==> config.mk <==
export PLATFORM = sky130hd
export DESIGN_NAME = usbh_irq_ctrl
export DESIGN_NICKNAME = d
export VERILOG_FILES = /design/src/rtl/usbh_irq_pkg.sv /design/src/rtl/usbh_irq_edge.sv /design/src/rtl/usbh_irq_status.sv /design/src/rtl/usbh_irq_enable.sv /design/src/rtl/usbh_irq_ctrl.sv
export SDC_FILE = /design/constraint.sdc
export NUM_CORES = 1
export LEC_CHECK = 0
export BUFFER_PORTS_ARGS = -buffer_cell sky130_fd_sc_hd__clkbuf_2
export CELL_PAD_IN_SITES_DETAIL_PLACEMENT = 1
export CELL_PAD_IN_SITES_GLOBAL_PLACEMENT = 1
export CORE_MARGIN = 5
export CORE_UTILIZATION = 27
export DETAILED_ROUTE_END_ITERATION = 6
export PLACE_DENSITY_LB_ADDON = 0.25
export SLEW_MARGIN = 0
export SYNTH_ARGS = -nofsm -noshare
export SYNTH_HDL_FRONTEND = slang
export SYNTH_SLANG_ARGS = --single-unit
export TNS_END_PERCENT = 1
==> constraint.sdc <==
create_clock -name clk -period 1 [get_ports clk]
set_input_delay 0.05 -clock clk [delete_from_list [all_inputs] [get_ports clk]]
set_output_delay 0.05 -clock clk [all_outputs]
set_load 0.02 [all_outputs]
==> src/rtl/usbh_irq_pkg.sv <==
package usbh_irq_pkg;
    localparam int REG_W  = 32;
    localparam int CODE_W = 8;
    localparam int CNT_W  = 2;

    localparam int B_SO   = 0;
    localparam int B_SOF  = 2;
    localparam int B_RD   = 3;
    localparam int B_UE   = 4;
    localparam int B_FNO  = 5;
    localparam int B_RHSC = 6;
    localparam int B_MIE  = 31;

    localparam logic [REG_W-1:0] STS_MASK    = (REG_W'(1) << B_SO)  | (REG_W'(1) << B_SOF) |
                                               (REG_W'(1) << B_RD)  | (REG_W'(1) << B_UE)  |
                                               (REG_W'(1) << B_FNO) | (REG_W'(1) << B_RHSC);
    localparam logic [REG_W-1:0] EN_MASK     = STS_MASK | (REG_W'(1) << B_MIE);
    localparam logic [REG_W-1:0] STICKY_MASK = REG_W'(1) << B_UE;

    localparam logic [CODE_W-1:0] CMD_STS_RD = 8'h03;
    localparam logic [CODE_W-1:0] CMD_STS_WR = 8'h83;
    localparam logic [CODE_W-1:0] CMD_EN_RD  = 8'h04;
    localparam logic [CODE_W-1:0] CMD_EN_WR  = 8'h84;
    localparam logic [CODE_W-1:0] CMD_CNT_RD = 8'h05;

    typedef struct packed {
        logic [REG_W-1:0] rdata;
        logic             irq;
        logic [CNT_W-1:0] cnt;
    } top_state_t;
endpackage

==> src/rtl/usbh_irq_edge.sv <==
module usbh_irq_edge #(
    parameter bit TOGGLE = 1'b0
) (
    input  logic clk,
    input  logic rst_n,
    input  logic sig_i,
    output logic hit_o
);
    logic prev_d, prev_q;

    always_comb prev_d = sig_i;

    always_ff @(posedge clk or negedge rst_n) begin
        if (!rst_n) prev_q <= 1'b0;
        else        prev_q <= prev_d;
    end

    generate
        if (TOGGLE) begin : g_toggle
            assign hit_o = sig_i ^ prev_q;
        end else begin : g_rise
            assign hit_o = sig_i & ~prev_q;
        end
    endgenerate
endmodule

==> src/rtl/usbh_irq_status.sv <==
module usbh_irq_status #(
    parameter int              W      = 32,
    parameter logic [W-1:0]    MASK   = '1,
    parameter logic [W-1:0]    STICKY = '0
) (
    input  logic         clk,
    input  logic         rst_n,
    input  logic [W-1:0] set_i,
    input  logic [W-1:0] clr_i,
    output logic [W-1:0] sts_nxt_o,
    output logic [W-1:0] sts_o
);
    logic [W-1:0] sts_d, sts_q;

    always_comb begin
        sts_d = ((sts_q & ~(clr_i & ~STICKY)) | set_i) & MASK;
    end

    always_ff @(posedge clk or negedge rst_n) begin
        if (!rst_n) sts_q <= '0;
        else        sts_q <= sts_d;
    end

    assign sts_nxt_o = sts_d;
    assign sts_o     = sts_q;


    sticky_hold_chk: assert property (@(posedge clk) disable iff (!rst_n)
        ((($past(sts_q) & ~sts_q) & STICKY) == '0));


    event_wins_chk: assert property (@(posedge clk) disable iff (!rst_n)
        ((set_i & MASK) != '0) |=> ((sts_q & $past(set_i & MASK)) == $past(set_i & MASK)));
endmodule

==> src/rtl/usbh_irq_enable.sv <==
module usbh_irq_enable #(
    parameter int           W    = 32,
    parameter logic [W-1:0] MASK = '1
) (
    input  logic         clk,
    input  logic         rst_n,
    input  logic         wr_i,
    input  logic [W-1:0] wdata_i,
    output logic [W-1:0] en_nxt_o,
    output logic [W-1:0] en_o
);
    logic [W-1:0] en_d, en_q;

    always_comb begin
        en_d = en_q;
        if (wr_i) en_d = en_q | (wdata_i & MASK);
    end

    always_ff @(posedge clk or negedge rst_n) begin
        if (!rst_n) en_q <= '0;
        else        en_q <= en_d;
    end

    assign en_nxt_o = en_d;
    assign en_o     = en_q;


    no_enable_drop_chk: assert property (@(posedge clk) disable iff (!rst_n)
        (($past(en_q) & ~en_q) == '0));
endmodule

==> src/rtl/usbh_irq_ctrl.sv <==
module usbh_irq_ctrl
    import usbh_irq_pkg::*;
(
    input  logic              clk,
    input  logic              rst_n,
    input  logic              rh_change_i,
    input  logic              frame_msb_i,
    input  logic              sys_err_i,
    input  logic              resume_sig_i,
    input  logic              sw_resume_i,
    input  logic              sof_i,
    input  logic              overrun_i,
    input  logic              cmd_valid_i,
    input  logic [CODE_W-1:0] cmd_code_i,
    input  logic [REG_W-1:0]  cmd_wdata_i,
    output logic [REG_W-1:0]  rdata_o,
    output logic              irq_o,
    output logic              halt_o
);
    logic             fno_hit, rd_rise;
    logic [REG_W-1:0] set_vec, clr_vec;
    logic [REG_W-1:0] sts_q, sts_nxt, en_q, en_nxt;
    logic             sts_wr, en_wr;
    top_state_t       st_d, st_q;

    usbh_irq_edge #(.TOGGLE(1'b1)) u_frame_edge (
        .clk(clk), .rst_n(rst_n), .sig_i(frame_msb_i), .hit_o(fno_hit));

    usbh_irq_edge #(.TOGGLE(1'b0)) u_resume_edge (
        .clk(clk), .rst_n(rst_n), .sig_i(resume_sig_i), .hit_o(rd_rise));

    always_comb begin
        set_vec         = '0;
        set_vec[B_SO]   = overrun_i;
        set_vec[B_SOF]  = sof_i;
        set_vec[B_RD]   = rd_rise & ~sw_resume_i;
        set_vec[B_UE]   = sys_err_i;
        set_vec[B_FNO]  = fno_hit;
        set_vec[B_RHSC] = rh_change_i;
        sts_wr          = cmd_valid_i && (cmd_code_i == CMD_STS_WR);
        en_wr           = cmd_valid_i && (cmd_code_i == CMD_EN_WR);
        clr_vec         = sts_wr ? cmd_wdata_i : '0;
    end

    usbh_irq_status #(.W(REG_W), .MASK(STS_MASK), .STICKY(STICKY_MASK)) u_status (
        .clk(clk), .rst_n(rst_n), .set_i(set_vec), .clr_i(clr_vec),
        .sts_nxt_o(sts_nxt), .sts_o(sts_q));

    usbh_irq_enable #(.W(REG_W), .MASK(EN_MASK)) u_enable (
        .clk(clk), .rst_n(rst_n), .wr_i(en_wr), .wdata_i(cmd_wdata_i),
        .en_nxt_o(en_nxt), .en_o(en_q));

    always_comb begin
        st_d = st_q;
        if (overrun_i) st_d.cnt = st_q.cnt + 1'b1;
        if (cmd_valid_i) begin
            case (cmd_code_i)
                CMD_STS_RD: st_d.rdata = sts_q;
                CMD_EN_RD:  st_d.rdata = en_q;
                CMD_CNT_RD: st_d.rdata = {{(REG_W-CNT_W){1'b0}}, st_q.cnt};
                default:    st_d.rdata = st_q.rdata;
            endcase
        end
        st_d.irq = en_nxt[B_MIE] & (|(sts_nxt & en_nxt & STS_MASK));
    end

    always_ff @(posedge clk or negedge rst_n) begin
        if (!rst_n) st_q <= '0;
        else        st_q <= st_d;
    end

    assign rdata_o = st_q.rdata;
    assign irq_o   = st_q.irq;
    assign halt_o  = sts_q[B_UE];


    irq_level_chk: assert property (@(posedge clk) disable iff (!rst_n)
        irq_o == (en_q[B_MIE] & (|(sts_q & en_q))));


    cnt_step_chk: assert property (@(posedge clk) disable iff (!rst_n)
        overrun_i |=> (st_q.cnt == CNT_W'($past(st_q.cnt) + 1'b1)));


    no_sw_resume_chk: assert property (@(posedge clk) disable iff (!rst_n)
        (sw_resume_i && !sts_q[B_RD]) |=> !sts_q[B_RD]);


    reserved_zero_chk: assert property (@(posedge clk) disable iff (!rst_n)
        (sts_q & ~STS_MASK) == '0);
endmodule

======== Yosys cells after proc, flatten, opt, wreduce, memory -nomap -nowiden ========
Index checks and enable logic that the tools add are counted.
operators by class
  bitwise operators ....................... 11
  multiply operators ...................... 0
  shifts and indexed selects .............. 0
  mux-type cells .......................... 3
  add/subtract/negate cells ............... 1
  equality and inequality tests ........... 5
  div/mod/pow operators ................... 0
  reductions and logical operators ........ 5
  $lt $le $gt $ge ......................... 0
operators by type and width
  operator             count
  $pmux 32 s3          1
  $mux 32              1
  $or 32x32->32        1
  $eq 8x3->1 const B   2
  $eq 8x8->1 const B   2
  $and 7x7->7          2
  $eq 8x2->1 const B   1
  $mux 7               1
  $not 7->7            1
  $or 7x7->7           1
  $reduce_or 6->1      1
  $and 1x1->1          3
  $reduce_bool 3->1    1
  $add 2x1->2 const B  1
  $logic_and 1x1->1    2
  $not 1->1            2
  $reduce_and 2->1     1
  $xor 1x1->1          1
word-level totals
  logic and storage cells ................. 32
  flip-flop bits (word level) ............. 75
  bits in read-only memories .............. 0
  RAM bits ................................ 0
  memories kept ........................... 0
  bits in latches ......................... 0
  input port bits ......................... 50

======== Depth between registers and ports, before layout ========
  depth after elaboration ................. 9
  mapped depth ............................ 7
  gate-level depth less buffers ........... 5

======== By module ========
A second synthesis with hierarchy kept.
second synthesis, totals
  cell total of the unflattened synthesis .. 373
  area total of the unflattened synthesis .. 3385.7 um2
by module, submodules not included
  module                          sequential area each (um2)  cells an instance  instances  area each (um2)
  usbh_irq_ctrl                   875.8                       234                1          2099.5
  usbh_irq_enable                 175.2                       65                 1          606.8
  usbh_irq_status                 150.1                       70                 1          606.8
  usbh_irq_edge at u_resume_edge  25.0                        2                  1          38.8
  usbh_irq_edge at u_frame_edge   25.0                        2                  1          33.8

======== Least setup slack after synthesis ========
No wires, ideal clock.
  kind .................................... input -> register
  start ................................... input port cmd_code_i[6]
  end ..................................... register st_q, in the netlist rdata_o[6]
  slack ................................... -580 ps
  cell stages on the path ................. 7
  path buffers ............................ 2
  setup time .............................. 74 ps
  arrival ................................. 1506 ps
  required time ........................... 926 ps
  cells stage by stage .................... or4_4 or3_1 buf_2 buf_6 nor3b_2 a21oi_1 o21ai_2
between the ends
  cells in the longest elaborated chain, start to end .. 3
  elaborated cells between the ends (all ways) .. 6
  those cells by class .................... eq/ne (3); mux (1); reduce/logical (2)
ends and longest elaborated chain
  element                                   RTL line             source
  start: declaration                        usbh_irq_ctrl.sv:14  input logic [CODE_W-1:0] cmd_code_i,
  $eq 8x3->1 or $eq 8x2->1 (tied branches)  usbh_irq_ctrl.sv:57  case (cmd_code_i)
  $reduce_bool 3->1 (no source line)        n/a
  $reduce_and 2->1 (no source line)         n/a
  end signal: assignment                    usbh_irq_ctrl.sv:69  else st_q <= st_d;
  end: declaration                          usbh_irq_ctrl.sv:24  top_state_t st_d, st_q;
Several ways; a longest one is shown, not always the timed one.
A chain may end at the register's enable or synchronous reset.

==> run_results.csv <==
group,metric,value,unit
timing,drv_slew,0,
detailed_routing,first_iter_violations,47,
final_layout,n_fill_cell,618,
logic_synthesis,synth_top_family_by_area,"buffers and inverters",
logic_synthesis,synthMuxAreaShare,0.00717,
setup_path,worstSetupPathType,"in2reg",
logic_synthesis,yosys.area_share.xor_xnor,0.0188,
timing,setup_viol,19,
global_route,grt.total_usage,0.109,
detailed_routing,antenna_left,0,
global_route,antenna_found_initial,0,
setup_path,ff2ff_path_depth,4,
detailed_routing,drc_errors,0,
timing,hold_viol_final,0,
floorplanning,die_area,6700,sq um
place,gp_congestion,0.740,
logic_synthesis,ys_async_sr_fraction,1.00,
timing,whs,0.00596,ns
setup_path,rrSetupSlack,-0.10,ns
logic_synthesis,yosysWarnings,0,
setup_path,cp_data_required_time,1.14,ns
logic_synthesis,synthTopCellsByArea,"dfrtp_1 (47%), buf_4 (17%), nand2_1 (4.3%)",
clocking,cts.reportedPaths.clkPinSlew,0.09,ns
clocking,clk_latency,0.27,ns
clocking,cts_tree,"done",
logic_synthesis,netlist_area,1400,sq um
flow_run,cap_violations,0,
place,portBuffers,34,
final_layout,diodes,0,
global_route,grt_pass1_wl,5660,um
status,failed_checks,"negative setup slack",
final_layout,drive_gt1_frac,0.402,
logic_synthesis,synth_compound_area_frac,0.145,
logic_synthesis,yosys-top-cells-count,"buf_4 (32), dfrtp_1 (26), nand2_1 (16), a21oi_1 (7), a21o_1 (6)",
logic_synthesis,synth_area_per_cell,10.1,sq um
floorplanning,die_h,81.9,um
clocking,post_cts_buffers,0,
logic_synthesis,synth-edff-count,0,
logic_synthesis,synth_top_area_cell,"dfrtp_1",
hold_path,worstHoldPathCells,2,
timing,period_needed,1.41,ns
floorplanning,initial_core_util,0.275,
global_route,grt_pass1_vias,1142,
clocking,cts_buffers,3,
final_layout,multi_input_area,633,sq um
detailed_routing,first_pass_iters,4,
final_layout,synthToLayoutAreaGrowth,31.1,%
clocking,cts_max_level,1,
pwr,p_leak,0.000907,uW
clocking,clock_sinks,26,
setup_path,timing.rr.end,"irq_o",
floorplanning,ios,84,
logic_synthesis,yosysMostFrequentCell,"buf_4",
timing,rsz0062_at_grt,"yes",
detailed_routing,routed_via_density,4.19,
hold_path,hp-start,"cmd_wdata_i[4]",
floorplanning,die_w,81.9,um
setup_path,cp-end-kind,"flop",
status,status,"complete, but fails checks",
pwr,fin_total_pwr,2410,uW
setup_path,crit_arrival,1.55,ns
global_route,grt.overflow.total,0,
logic_synthesis,ys_ff_latch,26,
final_layout,final_nets,240,
detailed_routing,vias,1085,
timing,finalClockSkew,0.00223,ns
global_route,grt_max_degree,27,
pwr,peakVddDrop,0.000515,V
timing,min_period_over_period,1.41,
detailed_routing,finalWirelength,3480,um
hold_path,hold_path_class,"in2reg",
place,dp.cells,248,
logic_synthesis,synth_adder_area_share,0,
setup_path,crit_fanout,2,
logic_synthesis,synth-simple-area-share,0.161,
place,hpwl,2700,um
setup_path,start_kind,"input port",
setup_path,r2r_start,"u_status.sts_o[0]",
final_layout,fin_cells,259,
pwr,powerDensity,1320,nW/um^2
hold_path,whs_endpoint,"u_enable.en_o[4]",
floorplanning,rows,26,
detailed_routing,wire_per_inst,13.5,um
logic_synthesis,synth_top_area_frac,0.466,
logic_synthesis,syn-instance-count,138,
logic_synthesis,ys_seq_area_frac,0.466,
final_layout,regArea,651,sq um
logic_synthesis,synthFlopType,"dfrtp_1",
logic_synthesis,synth_cell_types,34,
timing,fin_ws,-0.412,ns
place,pre_cts_slack,-0.815,ns
final_layout,final_util,0.360,
floorplanning,core_area,5070,sq um
timing,max_freq,708,MHz
clocking,clockRootBuffer,"clkbuf_8",
clocking,clockBufferDepth,2,
[power breakdown]
| group | internal, uW | switching (uW) |
|---|---|---|
| Clock | 352 | 341 |
| Sequential | 1150 | 66.6 |
| Combinational | 195 | 306 |
| Total | 1700 | 714 |
[registers in the layout, summed over array words and instances, names as in the netlist]
name / cells
u_status.sts_o: 6
u_enable.en_o: 7
st_q: 2
u_frame_edge.prev_q: 1
u_resume_edge.prev_q: 1
irq_o: 1
rdata_o: 8
[through the flow]
| step | instance area (sq um) | setup TNS [ns] |
|---|---|---|
| global placement | 1620 | -9.70 |
| CTS | 1750 | -3.97 |
| detailed placement | 1620 | -10.33 |
| finish | 1830 | -3.78 |
| floorplan | 1480 | -6.64 |
| global route | 1830 | -4.76 |
[area by class of cell]
| class | instances | share of cell area |
|---|---|---|
| clock buffer | 4 | 0.0301 |
| inverter | 3 | 0.00616 |
| multi-input combinational | 97 | 0.346 |
| sequential | 26 | 0.356 |
| tap | 70 | 0.0479 |
| timing repair buffer | 59 | 0.214 |
[routing by layer]
| metal | track usage | share of wire | vias to the layer above | wire length [um] |
|---|---|---|---|---|
| met1 | 0.134 | 0.42 | 523 | 1450 |
| met4 | 0.0449 | 0.016 | 0 | 55 |
| li1 | - | - | 525 | - |
| met3 | 0.0143 | 0.045 | 4 | 157 |
| met2 | 0.192 | 0.52 | 33 | 1820 |
| met5 | 0 | 0 | - | 0 |
[cells in the final DEF, fill, tap and decap left out, drive strengths merged]
master / n
nand2: 16
o32a: 1
inv: 3
or2: 2
nand3b: 1
mux2i: 1
nor2: 3
o31ai: 1
a22oi: 2
nand3: 1
or4: 1
or3: 3
a21boi: 1
nor4: 2
xor2: 1
a21o: 6
buf: 20
nor3b: 5
conb: 24
a41oi: 1
o21ai: 7
a21oi: 7
dlygate4sd3: 7
nand2b: 4
dfrtp: 26
xnor2: 2
or4b: 1
clkbuf: 36
o41ai: 4
[critical path, cell delays in order]
cell	delay [ns]
clkbuf_2	0.11
nand2_1	0.07
or4b_2	0.61
o32a_1	0.33
a22oi_1	0.26
a41oi_1	0.14
[kinds of logic after synthesis]
| group | count (synthesis) |
|---|---|
| multiplexers | 1 |
| XOR/XNOR | 3 |
| flip-flops | 26 |
| AO/OA/AOI/OAI | 30 |
| buffers and inverters | 39 |
| other | 1 |
| AND/OR/NAND/NOR | 38 |
[how the worst max path moves through the flow]
| stage | start | end | slack [ns] | cells after the start |
|---|---|---|---|---|
| final | cmd_valid_i | irq_o | -0.41 | 6 |
| after global routing | cmd_code_i[4] | rdata_o[3] | -0.47 | 6 |
| after CTS | cmd_code_i[6] | rdata_o[5] | -0.42 | 7 |
| after detailed placement | cmd_code_i[6] | rdata_o[5] | -0.81 | 7 |
| after global placement | cmd_code_i[6] | rdata_o[2] | -0.71 | 7 |
| after floorplan | cmd_code_i[6] | rdata_o[6] | -0.58 | 7 |
[what timing repair did]
action	4_1_cts	5_1_grt
hold buffers	6	1
setup endpoints to repair	18	21
resized for setup	8	14
pin swaps	7	5
gates cloned	0	1
hold endpoints to repair	32	1
Power figures use the tool's default switching activity.
